`src/rtl/vpic_pkg.sv`:
```
package vpic_pkg;

    typedef enum logic [1:0] {
        ST_IDLE  = 2'd0,
        ST_RAISE = 2'd1,
        ST_HOLD  = 2'd2
    } vpic_state_e;

    localparam logic [1:0] ADDR_CFG = 2'd0;
    localparam logic [1:0] ADDR_MSK = 2'd1;
    localparam logic [1:0] ADDR_ISR = 2'd2;
    localparam logic [1:0] ADDR_VEC = 2'd3;

    localparam int CFG_EN_BIT  = 7;
    localparam int CFG_LVL_LSB = 13;
    localparam int VEC_LSB     = 11;
    localparam int ACK_BIT     = 0;

endpackage

```
`src/rtl/vpic_prio_enc.sv`:
```
// Highest-index set bit finder.
module vpic_prio_enc #(
    parameter int W  = 32,
    parameter int IW = $clog2(W)
) (
    input  logic [W-1:0]  req,
    output logic [IW-1:0] idx,
    output logic          any
);
    always_comb begin
        idx = '0;
        any = 1'b0;
        for (int i = 0; i < W; i++) begin
            if (req[i]) begin
                idx = IW'(i);
                any = 1'b1;
            end
        end
    end
endmodule

```
`src/rtl/vpic_gate.sv`:
```
// Per-source eligibility: pending, unmasked, not in service, above the service level.
module vpic_gate #(
    parameter int NSRC = 31,
    parameter int VW   = 5
) (
    input  logic [NSRC:1] src,
    input  logic [NSRC:1] mask,
    input  logic [NSRC:1] isr,
    input  logic [VW-1:0] isr_top,
    input  logic          isr_any,
    output logic [NSRC:1] elig
);
    for (genvar v = 1; v <= NSRC; v++) begin : g_src
        assign elig[v] = src[v] & mask[v] & ~isr[v] &
                         (~isr_any | (VW'(v) > isr_top));
    end
endmodule

```
`src/rtl/vpic_regs.sv`:
```
module vpic_regs
    import vpic_pkg::*;
#(
    parameter int NSRC = 31,
    parameter int VW   = 5,
    parameter int LVLW = 3
) (
    input  logic            clk,
    input  logic            rst_n,
    input  logic            wr,
    input  logic [1:0]      addr,
    input  logic [31:0]     wdata,
    input  logic            ack_set,
    input  logic [VW-1:0]   ack_vec,
    output logic            cfg_en,
    output logic [LVLW-1:0] cfg_lvl,
    output logic [NSRC:1]   mask,
    output logic [NSRC:1]   isr
);
    logic            en_q;
    logic [LVLW-1:0] lvl_q;
    logic [NSRC:1]   mask_q;
    logic [NSRC:1]   isr_q;
    logic [NSRC:1]   isr_d;
    logic            unused_wd0;

    assign unused_wd0 = wdata[0];

    always_comb begin
        isr_d = isr_q;
        if (wr && addr == ADDR_ISR) begin
            isr_d = isr_q & ~wdata[NSRC:1];
        end
        if (ack_set) begin
            for (int v = 1; v <= NSRC; v++) begin
                if (ack_vec == VW'(v)) begin
                    isr_d[v] = 1'b1;
                end
            end
        end
    end

    always_ff @(posedge clk or negedge rst_n) begin
        if (!rst_n) begin
            en_q   <= 1'b0;
            lvl_q  <= '0;
            mask_q <= '0;
            isr_q  <= '0;
        end else begin
            if (wr && addr == ADDR_CFG) begin
                en_q  <= wdata[CFG_EN_BIT];
                lvl_q <= wdata[CFG_LVL_LSB +: LVLW];
            end
            if (wr && addr == ADDR_MSK) begin
                mask_q <= wdata[NSRC:1];
            end
            isr_q <= isr_d;
        end
    end

    assign cfg_en  = en_q;
    assign cfg_lvl = lvl_q;
    assign mask    = mask_q;
    assign isr     = isr_q;

    // after an in-service write, every bit written as 1 reads cleared
    p_isr_w1c_r7: assert property (@(posedge clk) disable iff (!rst_n)
        (wr && addr == ADDR_ISR) |=> ((isr_q & $past(wdata[NSRC:1])) == '0));

endmodule

```
`src/rtl/vpic_top.sv`:
```
module vpic_top
    import vpic_pkg::*;
#(
    parameter int NSRC   = 31,
    parameter int NLINES = 8
) (
    input  logic              clk,
    input  logic              rst_n,
    input  logic [NSRC:1]     irq_src,
    input  logic              bus_wr,
    input  logic              bus_rd,
    input  logic [1:0]        bus_addr,
    input  logic [31:0]       bus_wdata,
    output logic [31:0]       bus_rdata,
    output logic [NLINES-1:0] cpu_irq
);
    localparam int VW   = $clog2(NSRC + 1);
    localparam int LVLW = $clog2(NLINES);
    localparam int VECN = NSRC + 1;
    localparam logic [VW-1:0] ERR_VEC = '0;

    vpic_state_e     st_q, st_d;
    logic [VW-1:0]   vec_q;
    logic            cfg_en;
    logic [LVLW-1:0] cfg_lvl;
    logic [NSRC:1]   mask, isr, elig;
    logic [VW-1:0]   isr_top, win_idx;
    logic            isr_any, win_any;
    logic            ack;
    logic            vec_read;

    assign ack      = bus_wr && bus_addr == ADDR_VEC && bus_wdata[ACK_BIT]
                      && st_q != ST_HOLD;
    assign vec_read = bus_rd && bus_addr == ADDR_VEC;

    vpic_regs #(.NSRC(NSRC), .VW(VW), .LVLW(LVLW)) u_regs (
        .clk     (clk),
        .rst_n   (rst_n),
        .wr      (bus_wr),
        .addr    (bus_addr),
        .wdata   (bus_wdata),
        .ack_set (ack && win_any),
        .ack_vec (win_idx),
        .cfg_en  (cfg_en),
        .cfg_lvl (cfg_lvl),
        .mask    (mask),
        .isr     (isr)
    );

    vpic_prio_enc #(.W(VECN), .IW(VW)) u_isr_enc (
        .req ({isr, 1'b0}),
        .idx (isr_top),
        .any (isr_any)
    );

    vpic_gate #(.NSRC(NSRC), .VW(VW)) u_gate (
        .src     (irq_src),
        .mask    (mask),
        .isr     (isr),
        .isr_top (isr_top),
        .isr_any (isr_any),
        .elig    (elig)
    );

    vpic_prio_enc #(.W(VECN), .IW(VW)) u_win_enc (
        .req ({elig, 1'b0}),
        .idx (win_idx),
        .any (win_any)
    );

    // next-state logic
    always_comb begin
        st_d = st_q;
        unique case (st_q)
            ST_IDLE: begin
                if (ack)                     st_d = ST_HOLD;
                else if (cfg_en && win_any)  st_d = ST_RAISE;
            end
            ST_RAISE: begin
                if (ack)                     st_d = ST_HOLD;
                else if (!cfg_en)            st_d = ST_IDLE;
            end
            ST_HOLD: begin
                if (vec_read)                st_d = ST_IDLE;
            end
            default:                         st_d = ST_IDLE;
        endcase
    end

    // state and vector registers
    always_ff @(posedge clk or negedge rst_n) begin
        if (!rst_n) begin
            st_q  <= ST_IDLE;
            vec_q <= '0;
        end else begin
            st_q <= st_d;
            if (ack) begin
                vec_q <= win_any ? win_idx : ERR_VEC;
            end
        end
    end

    // outputs
    always_comb begin
        cpu_irq = '0;
        if (st_q == ST_RAISE) begin
            cpu_irq[cfg_lvl] = 1'b1;
        end
        unique case (bus_addr)
            ADDR_CFG: bus_rdata = 32'({cfg_lvl, 5'b0, cfg_en, 7'b0});
            ADDR_MSK: bus_rdata = 32'({mask, 1'b0});
            ADDR_ISR: bus_rdata = 32'({isr, 1'b0});
            default:  bus_rdata = 32'({vec_q, {VEC_LSB{1'b0}}});
        endcase
    end

    // never more than one CPU line at once
    p_one_line_r4: assert property (@(posedge clk) disable iff (!rst_n)
        $onehot0(cpu_irq));

    // the request state is only reached with the global enable set
    p_raise_needs_en_r3: assert property (@(posedge clk) disable iff (!rst_n)
        (st_q == ST_RAISE) |-> $past(cfg_en));

    // an acknowledge with a winner marks that winner in service
    p_ack_sets_isr_r6: assert property (@(posedge clk) disable iff (!rst_n)
        (ack && win_any) |=> ({isr, 1'b0} >> $past(win_idx)) & 1);

    // an acknowledge with nothing eligible latches the error vector
    p_err_vec_r9: assert property (@(posedge clk) disable iff (!rst_n)
        (ack && !win_any) |=> (st_q == ST_HOLD && vec_q == ERR_VEC));

    // a winner always ranks above everything in service
    p_holdoff_r8: assert property (@(posedge clk) disable iff (!rst_n)
        (win_any && isr_any) |-> (win_idx > isr_top));

    // no CPU request while a vector waits to be read
    p_hold_quiet_r10: assert property (@(posedge clk) disable iff (!rst_n)
        (st_q == ST_HOLD) |-> (cpu_irq == '0));

endmodule

```
`config.mk`:
```
export PLATFORM = sky130hd
export DESIGN_NAME = vpic_top
export DESIGN_NICKNAME = d
export VERILOG_FILES = /design/src/rtl/vpic_pkg.sv /design/src/rtl/vpic_prio_enc.sv /design/src/rtl/vpic_gate.sv /design/src/rtl/vpic_regs.sv /design/src/rtl/vpic_top.sv
export SDC_FILE = /design/constraint.sdc
export NUM_CORES = 1
export LEC_CHECK = 0
export BUFFER_PORTS_ARGS = -buffer_cell sky130_fd_sc_hd__buf_2
export CAP_MARGIN = 40
export CORE_MARGIN = 5
export CORE_UTILIZATION = 35
export CTS_BUF_LIST = sky130_fd_sc_hd__clkbuf_4 sky130_fd_sc_hd__clkbuf_8
export CTS_CLUSTER_SIZE = 8
export DETAILED_ROUTE_END_ITERATION = 10
export PLACE_DENSITY_LB_ADDON = 0.1
export REMOVE_ABC_BUFFERS = 1
export SYNTH_ARGS = -nofsm -noshare
export SYNTH_HDL_FRONTEND = slang
export SYNTH_SLANG_ARGS = --single-unit
```
`constraint.sdc`:
```
create_clock -name clk -period 8.6 [get_ports clk]
set_input_delay 0 -clock clk [delete_from_list [all_inputs] [get_ports clk]]
set_output_delay 0 -clock clk [all_outputs]
set_load 0.01 [all_outputs]
```
==> flow_summary.ini, run 1 <==
[logic_synthesis]
synth_top_area_share_pct = 35.4
synth_compound_area_share_pct = 25.4
synthMuxAreaShare_pct = 10.0
ys_seq_elements = 73
synth_cell_types = 72
syn_avg_cell_area_sq_um = 8.44
synth_fa_ha_area_share_pct = 0
synth_edf_count = 0
yosysWarnings = 0
synthCells = 611
synth_top_family_by_area = simple AND/OR/NAND/NOR gates
yosys.area_share.simple_pct = 26.1
synth_top_area_cell = dfrtp_1
synthArstFlopShare_pct = 100
synth_area_sq_mm = 0.00516
synth-xor-area-share_pct = 0
yosys-top-cells-area = dfrtp_1 35%, mux2_2 8.5%, nand2_1 7.6%, a22o_1 4.8%, nor2_1 4.4%
ys_seq_area_share_pct = 35.4
synth_ff_type = dfrtp_1

[routing]
ant_nets = 0
drt_pre_antenna_iters = 5
drt-total-wl_um = 20900
drtIter0Drc = 423
vias = 5523
vias_per_cell = 5.94
drc = 0
wl_per_cell_um = 22.5

[place]
gp_congestion = 0.918
placed_cell_area_sq_mm = 0.00587
hpwl_um = 16100
port_buffers = 107
dp.cells = 879

[layout]
layout_commonest_cell = buf_2
insertedDiodeCount = 0
finalNetCount = 810
nFillCells = 1495
syn2layout_area_growth_pct = 24.8
final_area_sq_mm = 0.00644
layout_common_cells = 106 x buf_2, 104 x nand2_1, 73 x dfrtp_1
drive_gt1_share_pct = 27.1
fin_cells = 930

[sta]
finalHoldViolations = 0
worst_pin_slew_ps = 812
min_period_ps = 4520
rsz0062_at_grt = false
setup_violations = 0
clock_skew_ps = 16.3
slew_violations = 0
holdWs_ps = 32.9
setup-tns-final_ps = 0
max_freq_mhz = 221
fin_crit_sh_pct = 52.6
relSlewSlack_pct = 45.2

[global_route]
grtUsageMet1_pct = 33.6
grt_overflow_total = 0
track_usage_pct = 24.0
grt_pass1_vias = 5584
grt_antenna_before_repair = 0
grt-busiest-layer = met2
use_met3_pct = 4.09
grt_max_degree = 41
met2_usage_pct = 36.7
grt_pass1_wl_um = 32700

[clocking]
clock_path_buffers = 2
clk_latency_ps = 380
h-tree-depth = 3
hold_buffers = 35
cts_tree = built
post-cts-setup-buffers = 0
postCtsResizedCells = 0
cts_root_buf = clkbuf_8
clock-sinks = 73
cts-buffers-inserted = 9
path_clk_slew_ps = 80

[floorplanning]
dieHeight_um = 131
dieWidth_um = 131
core_area_sq_mm = 0.0145
initial_utilization_pct = 35.6
rows = 44
die_area_sq_mm = 0.0173
io_pins = 109

[run]
maxCapViolations = 0

[setup_path]
rr_startpoint = u_regs.isr[21]
cp.required_ps = 8870
r2r_setup_slack_ps = 4080
path_max_fanout = 8
cp-startpoint = u_regs.isr[21]
startpoint_type = register
cp-end-kind = register
critPathKind = register to register
crit_arrival_ps = 4790

[status]
status = completed

[min_path]
hold_start = irq_src[29]
min_path_type = input port to register
-- routing by layer --
metal,part of all wire (%),vias to the layer above
met5,0,-
met4,3.4,0
met3,6.1,36
met2,45,208
met1,46,2738
li1,-,2541
-- cells in the mapped netlist, types with 8 or more instances --
master / count
nor4_1: 9
o21ai_0: 40
nor2_1: 61
o21ai_1: 8
a22o_1: 28
nand3b_1: 13
clkbuf_1: 22
nand2_1: 104
dfrtp_1: 73
nor3_1: 14
a21oi_1: 30
mux2_2: 39
nand3_1: 17
-- metrics by stage --
stage	setup slack (ps)	utilization (%)
floorplan	5330	-
global placement	4220	40.4
detailed placement	4170	40.5
CTS	4140	44.5
global route	3960	44.5
finish	4080	44.5
-- area by class of cell --
cell class                 count  area (sq um)  share of cell area [%]
inverter                       6          22.5                   0.350
clock buffer                   9           124                    1.92
multi-input combinational    502          3180                    49.4
timing repair buffer         149           953                    14.8
tap                          184           230                    3.58
sequential                    73          1830                    28.4
clock inverter                 7          98.8                    1.54
-- cells by family after synthesis --
family | after synthesis
compound gates | 184
buf+inv | 36
flops | 73
mux | 43
other cells | 1
simple gates | 274
-- worst max-delay path: stages, from the launching register on --
cell,delay (ps)
dfrtp_1,460
or4_1,740
a311oi_2,490
or2_1,310
o31ai_1,120
and3_1,290
o41ai_1,750
nor4_1,100
o31ai_1,400
o21ai_0,370
mux2_2,380
-- sequential cells by signal, summed over array words and instances, names as in the netlist --
name and count:
st_q 2, u_regs.cfg_en 1, u_regs.cfg_lvl 3, u_regs.isr 31
u_regs.mask 31, vec_q 5
-- worst paths after layout --
| path | cells after the start | end |
|---|---|---|
| max in group asynchronous | 3 | u_regs.isr[10] |
| hold / removal | 3 | u_regs.isr[28] |
| min in group asynchronous | 2 | u_regs.mask[26] |
| setup reg to reg | 10 | vec_q[0] |
| hold reg to reg | 2 | vec_q[3] |
| setup / recovery | 10 | vec_q[0] |
Power of run 1 is not shown: default switching activity piles up to over one toggle a cycle in this logic, so the estimate is an artifact.
==> run 2: changes to the inputs <==
==> constraint.sdc (replaced) <==
create_clock -name clk -period 4 [get_ports clk]
set_input_delay 0 -clock clk [delete_from_list [all_inputs] [get_ports clk]]
set_output_delay 0 -clock clk [all_outputs]
set_load 0.01 [all_outputs]
==> run 2 against run 1 <==
First-iteration DRC count is 21% lower. Critical path depth rose by 2. Register-to-register slack worse by 3900 ps. Clock-buffer cell count grew 1. Largest cell class unchanged. Core utilization grew 2.1 points. Non-clock buffer count is 49 higher.
==> flow_summary.ini, run 2 (synthesized netlist as in run 1, its figures left out) <==
[clocking]
clock-sinks = 73
cts-buffers-inserted = 9
h-tree-depth = 3
post-cts-setup-buffers = 0
cts_tree = built
path_clk_slew_ps = 80
cts_root_buf = clkbuf_8
clock_path_buffers = 2
clk_latency_ps = 370

[floorplanning]
io_pins = 109
dieWidth_um = 131
initial_utilization_pct = 35.6
rows = 44
dieHeight_um = 131
core_area_sq_mm = 0.0145
die_area_sq_mm = 0.0173

[setup_path]
crit_arrival_ps = 4070
path_max_fanout = 7
slowest_stage = or4_1
crit_path_max_incr_delay_ps = 710
startpoint_type = register
cp_cell_sequence = or4_1 > a311oi_2 > or2_1 > o31ai_1 > and3_1 > o41ai_1 > buf_4 > nor4_1 > o31ai_1 > a21o_1 > buf_4 > o21ai_0
critPathKind = register to register
cp.required_ps = 4240
cp-end-kind = register

[sta]
setup-tns-final_ps = 0
fin_crit_sh_pct = 95.6
rsz0062_at_grt = false
setup_violations = 0
clock_skew_ps = 9.43
relSlewSlack_pct = 45.2
max_freq_mhz = 262
worst_pin_slew_ps = 821
finalHoldViolations = 0
slew_violations = 0
min_period_ps = 3820

[routing]
ant_nets = 0
drt_pre_antenna_iters = 5
drc = 0
vias_per_cell = 5.73
vias = 5600
drt-total-wl_um = 21700
drtIter0Drc = 333
wl_per_cell_um = 22.2

[global_route]
grt_pass1_wl_um = 33800
grt_pass1_vias = 5845
grt_antenna_before_repair = 0
grt_overflow_total = 0
grt_max_degree = 39
track_usage_pct = 24.8

[layout]
nFillCells = 1445
multi_input_area_sq_mm = 0.00319
syn2layout_area_growth_pct = 30.7
final_area_sq_mm = 0.00674
fin_cells = 977
layout_common_cells = 106 x buf_2, 104 x nand2_1, 73 x dfrtp_1
drive_gt1_share_pct = 31.4
finish.utilization_pct = 46.6
layout_commonest_cell = buf_2
insertedDiodeCount = 0
regArea_sq_mm = 0.00183
finalNetCount = 859

[place]
hpwl_um = 17100
port_buffers = 107
gp_congestion = 0.922
placed_cell_area_sq_mm = 0.00623
dp.cells = 927

[run]
maxCapViolations = 0

[status]
status = completed

[min_path]
min_path_type = input port to register
-- run 2: cell count changes in the layout (fill, tap and decap cells not counted), sizes merged --
cell / delta
clkinv: +2
bufinv: -2
clkbuf: +1
inv: -3
dlygate4sd3: +1
buf: +48
-- run 2: cell type report --
| class | instances | share of cell area (%) |
|---|---|---|
| repair buffers | 198 | 19.6 |
| flip-flops and latches | 73 | 27.1 |
| multi-input cells | 502 | 47.3 |
| clock inverters | 4 | 0.334 |
| inverters | 6 | 0.334 |
| well taps | 184 | 3.41 |
| clock buffers | 10 | 1.95 |
-- run 2: metal layers --
layer / up-vias / share of wire [%] / GRT usage, %
met1: 2764 / 46 / 34.8
met4: 0 / 2.0 / 6.97
met2: 181 / 46 / 39.4
met3: 24 / 5.9 / 4.17
li1: 2631 / - / -
met5: - / 0 / 0
-- run 2: worst max-delay path: cells and delay by family, from the launching register on --
kind	cells	cell delay, ps
DFF	1	450
and+or+nand+nor	4	1240
AOI/OAI and AO/OA	6	1630
buffers and inverters	2	380
-- run 2: timing repair --
| action | CTS | global route |
|---|---|---|
| resized for setup | 1 | 1 |
| endpoints found under the hold margin | 102 | 0 |
| hold buffers | 36 | 0 |
| cloned | 0 | 0 |
| endpoints found under the setup margin | 1 | 1 |
-- run 2: metrics by stage --
| stage | hold WS (ps) | setup WS [ps] |
|---|---|---|
| after floorplan | -296 | 731 |
| after global placement | 215 | -56.3 |
| after detailed placement | 3.19 | -39.5 |
| after CTS | 70.4 | 175 |
| after global routing | 112 | 14.3 |
| final | 89.2 | 177 |
-- run 2: final timing paths --
path	start	end	slack, ps	depth (start not counted)
hold / removal	bus_addr[1]	st_q[1]	90	4
min in group asynchronous	rst_n	u_regs.mask[26]	140	2
setup / recovery	u_regs.isr[20]	u_regs.isr[17]	180	12
max in group asynchronous	rst_n	u_regs.isr[9]	3260	3
hold reg to reg	vec_q[4]	vec_q[4]	530	1
setup reg to reg	u_regs.isr[20]	u_regs.isr[17]	180	12
Power of run 2 is left out for the same reason.
==> run 3: changes to the inputs <==
--- a/config.mk
+++ b/config.mk
@@ -5,6 +5,7 @@
 export SDC_FILE = /design/constraint.sdc
 export NUM_CORES = 1
 export LEC_CHECK = 0
+export ABC_AREA = 1
 export BUFFER_PORTS_ARGS = -buffer_cell sky130_fd_sc_hd__buf_2
 export CAP_MARGIN = 40
 export CORE_MARGIN = 5
@@ -12,7 +13,7 @@
 export CTS_BUF_LIST = sky130_fd_sc_hd__clkbuf_4 sky130_fd_sc_hd__clkbuf_8
 export CTS_CLUSTER_SIZE = 8
 export DETAILED_ROUTE_END_ITERATION = 10
-export PLACE_DENSITY_LB_ADDON = 0.1
+export PLACE_DENSITY = 0.63
 export REMOVE_ABC_BUFFERS = 1
 export SYNTH_ARGS = -nofsm -noshare
 export SYNTH_HDL_FRONTEND = slang
==> run 3 against run 2 <==
The flow now finishes with violations (negative setup slack). Area after synthesis shrank 8.1%. Wire length shrank 19%. Sequential share of layout area shrank 0.27 points. Flip-flop and latch count is the same. Hold slack lost 67 ps. Fmax shrank 11%. Synthesized cell count grew 14%. Global-route usage shrank 3.0 points. Clock-buffer cell count is the same. Non-clock buffer count grew 28. Die area shrank 7.5%. Highest routed layer unchanged.
==> flow_summary.ini, run 3 <==
[layout]
layout_commonest_cell = nand2_1
nFillCells = 1338
drive_gt1_share_pct = 28.8
fin_cells = 1095
layout_common_cells = 196 x nand2_1, 107 x buf_2, 98 x inv_1
final_area_sq_mm = 0.00681
finalNetCount = 983
syn2layout_area_growth_pct = 43.8
insertedDiodeCount = 0
finish.utilization_pct = 51.4

[min_path]
hold_path_end = st_q[0]
min_path_type = input port to register
hold_start = bus_wdata[0]
holdPathStages = 4

[setup_path]
crit_arrival_ps = 4600
r2r_setup_slack_ps = -290
r2r_end = u_regs.isr[25]
cp_num_buf_inv = 5
critPathKind = register to register
startpoint_type = register
path_max_fanout = 5
crit_cells = 53
cpMostUsedCell = nand2_1
crit_path_max_incr_delay_ps = 360
cp.required_ps = 4310
cp-end-kind = register
r2r_cells = 53
slowest_stage = dfrtp_1
crit_family = simple AND/OR/NAND/NOR gates
rr_startpoint = u_regs.isr[2]

[global_route]
grt_pass1_wl_um = 27400
grt_max_degree = 37
grt_overflow_total = 0
track_usage_pct = 21.8
grt_pass1_vias = 5258
grt_antenna_before_repair = 0

[run]
maxCapViolations = 0

[logic_synthesis]
synthMuxAreaShare_pct = 0
synth_compound_area_share_pct = 19.3
synth.most_common_cell = nand2_1
synth_fa_ha_area_share_pct = 0
synth_top_area_share_pct = 38.6
synth_area_sq_mm = 0.00474
synth_top_family_by_area = simple AND/OR/NAND/NOR gates
yosysWarnings = 0
synth_ff_type = dfrtp_1
ys_seq_elements = 73
yosys.area_share.simple_pct = 31.6
synth_top_area_cell = dfrtp_1
yosys-top-cells-area = dfrtp_1 39%, nand2_1 16%, o21ai_0 10%, inv_1 7.8%, nand4_1 3.8%
synth_common_cells = 202 x nand2_1, 98 x inv_1, 97 x o21ai_0
synth_cell_types = 43
ys_seq_area_share_pct = 38.6
synth-xor-area-share_pct = 0
synthArstFlopShare_pct = 100
synth_edf_count = 0
synthCells = 696
syn_avg_cell_area_sq_um = 6.81

[sta]
fin_crit_sh_pct = 107
worst_pin_slew_ps = 626
clock_skew_ps = 6.68
layout_setup_ws_ps = -290
min_period_ps = 4290
slew_violations = 0
relSlewSlack_pct = 58.2
finalHoldViolations = 0
max_freq_mhz = 233
rsz0062_at_grt = true
setup_violations = 32

[routing]
wl_per_cell_um = 16.1
drtIter0Drc = 325
vias_per_cell = 4.97
drt-total-wl_um = 17600
ant_nets = 0
vias = 5444
drt_pre_antenna_iters = 5
drc = 0

[floorplanning]
core_area_sq_mm = 0.0132
die_area_sq_mm = 0.0160
rows = 42
initial_utilization_pct = 35.8
io_pins = 109
dieWidth_um = 126
dieHeight_um = 126

[clocking]
clk_latency_ps = 380
h-tree-depth = 3
path_clk_slew_ps = 80
clock_path_buffers = 2
clock-sinks = 73
cts_root_buf = clkbuf_8
cts_tree = built
cts-buffers-inserted = 9

[place]
port_buffers = 107
dp.cells = 1032
dp_slack_ps = -227
hpwl_um = 13700
gp_congestion = 0.910
placed_cell_area_sq_mm = 0.00600

[status]
status = complete, but fails checks
violations = negative setup slack
-- run 3: cell count changes after synthesis, sizes merged, moves of 11 or more --
cell | before | now
nand4 | 4 | 33
inv | 6 | 112
o21ai | 55 | 114
a21oi | 31 | 6
nand2 | 105 | 208
nand3 | 17 | 29
mux2 | 39 | 0
nand3b | 13 | 2
a22o | 28 | 0
-- run 3: layout make-up --
type,instances,area [sq um],area share [%]
clock buffers,10,131,1.93
clock inverters,6,82.6,1.21
inverters,112,420,6.17
multi-input cells,492,2560,37.6
flip-flops and latches,73,1830,26.8
well taps,176,220,3.23
repair buffers,226,1570,23.0
-- run 3: routing by layer --
layer  up-vias  GRT usage, %  wire length (um)
met5         -             0                 0
met4         0          7.19               512
met3        36          4.04              1030
met2       169          34.9              8050
met1      2520          29.8              8020
li1       2719             -                 -
-- run 3: worst reg2reg max path: cells and delay by family, from the launching register on --
| family | cells | cell delay [ps] |
|---|---|---|
| buffers and inverters | 5 | 570 |
| and+or+nand+nor | 45 | 2870 |
| AOI/OAI and AO/OA | 3 | 440 |
| DFF | 1 | 360 |
-- run 3: cell families (layout without fill, tap and decap cells) --
family | Yosys count | count (layout)
simple gates | 333 | 333
buf+inv | 131 | 354
other cells | 1 | 1
flops | 73 | 73
compound gates | 158 | 158
-- run 3: worst max path at each step --
| stage | slack (ps) | to | from |
|---|---|---|---|
| final | -290 | u_regs.isr[25] | u_regs.isr[2] |
| after detailed placement | -230 | u_regs.isr[3] | u_regs.isr[2] |
| after CTS | -210 | u_regs.isr[30] | u_regs.isr[2] |
| after global routing | -790 | u_regs.isr[3] | u_regs.isr[2] |
| after global placement | -180 | u_regs.isr[13] | u_regs.isr[2] |
| after floorplan | 440 | u_regs.isr[11] | u_regs.isr[2] |
-- run 3: what timing repair did --
item                                    in CTS  in global routing
endpoints found under the setup margin      31                 34
hold endpoints to repair                   130                  0
hold buffers                                34                  0
buffers inserted                             9                  4
pin swaps                                    7                 15
gates resized for setup                     17                 19
-- run 3: stage by stage --
step / setup TNS, ps / hold slack (ps)
2_1_floorplan: 0 / -296
3_3_place_gp: -2830 / 248
3_5_place_dp: -3490 / -85.5
4_1_cts: -4410 / 9.53
5_1_grt: -22750 / 59.2
6_report: -6710 / 22.5
Power of run 3 is left out for the same reason.
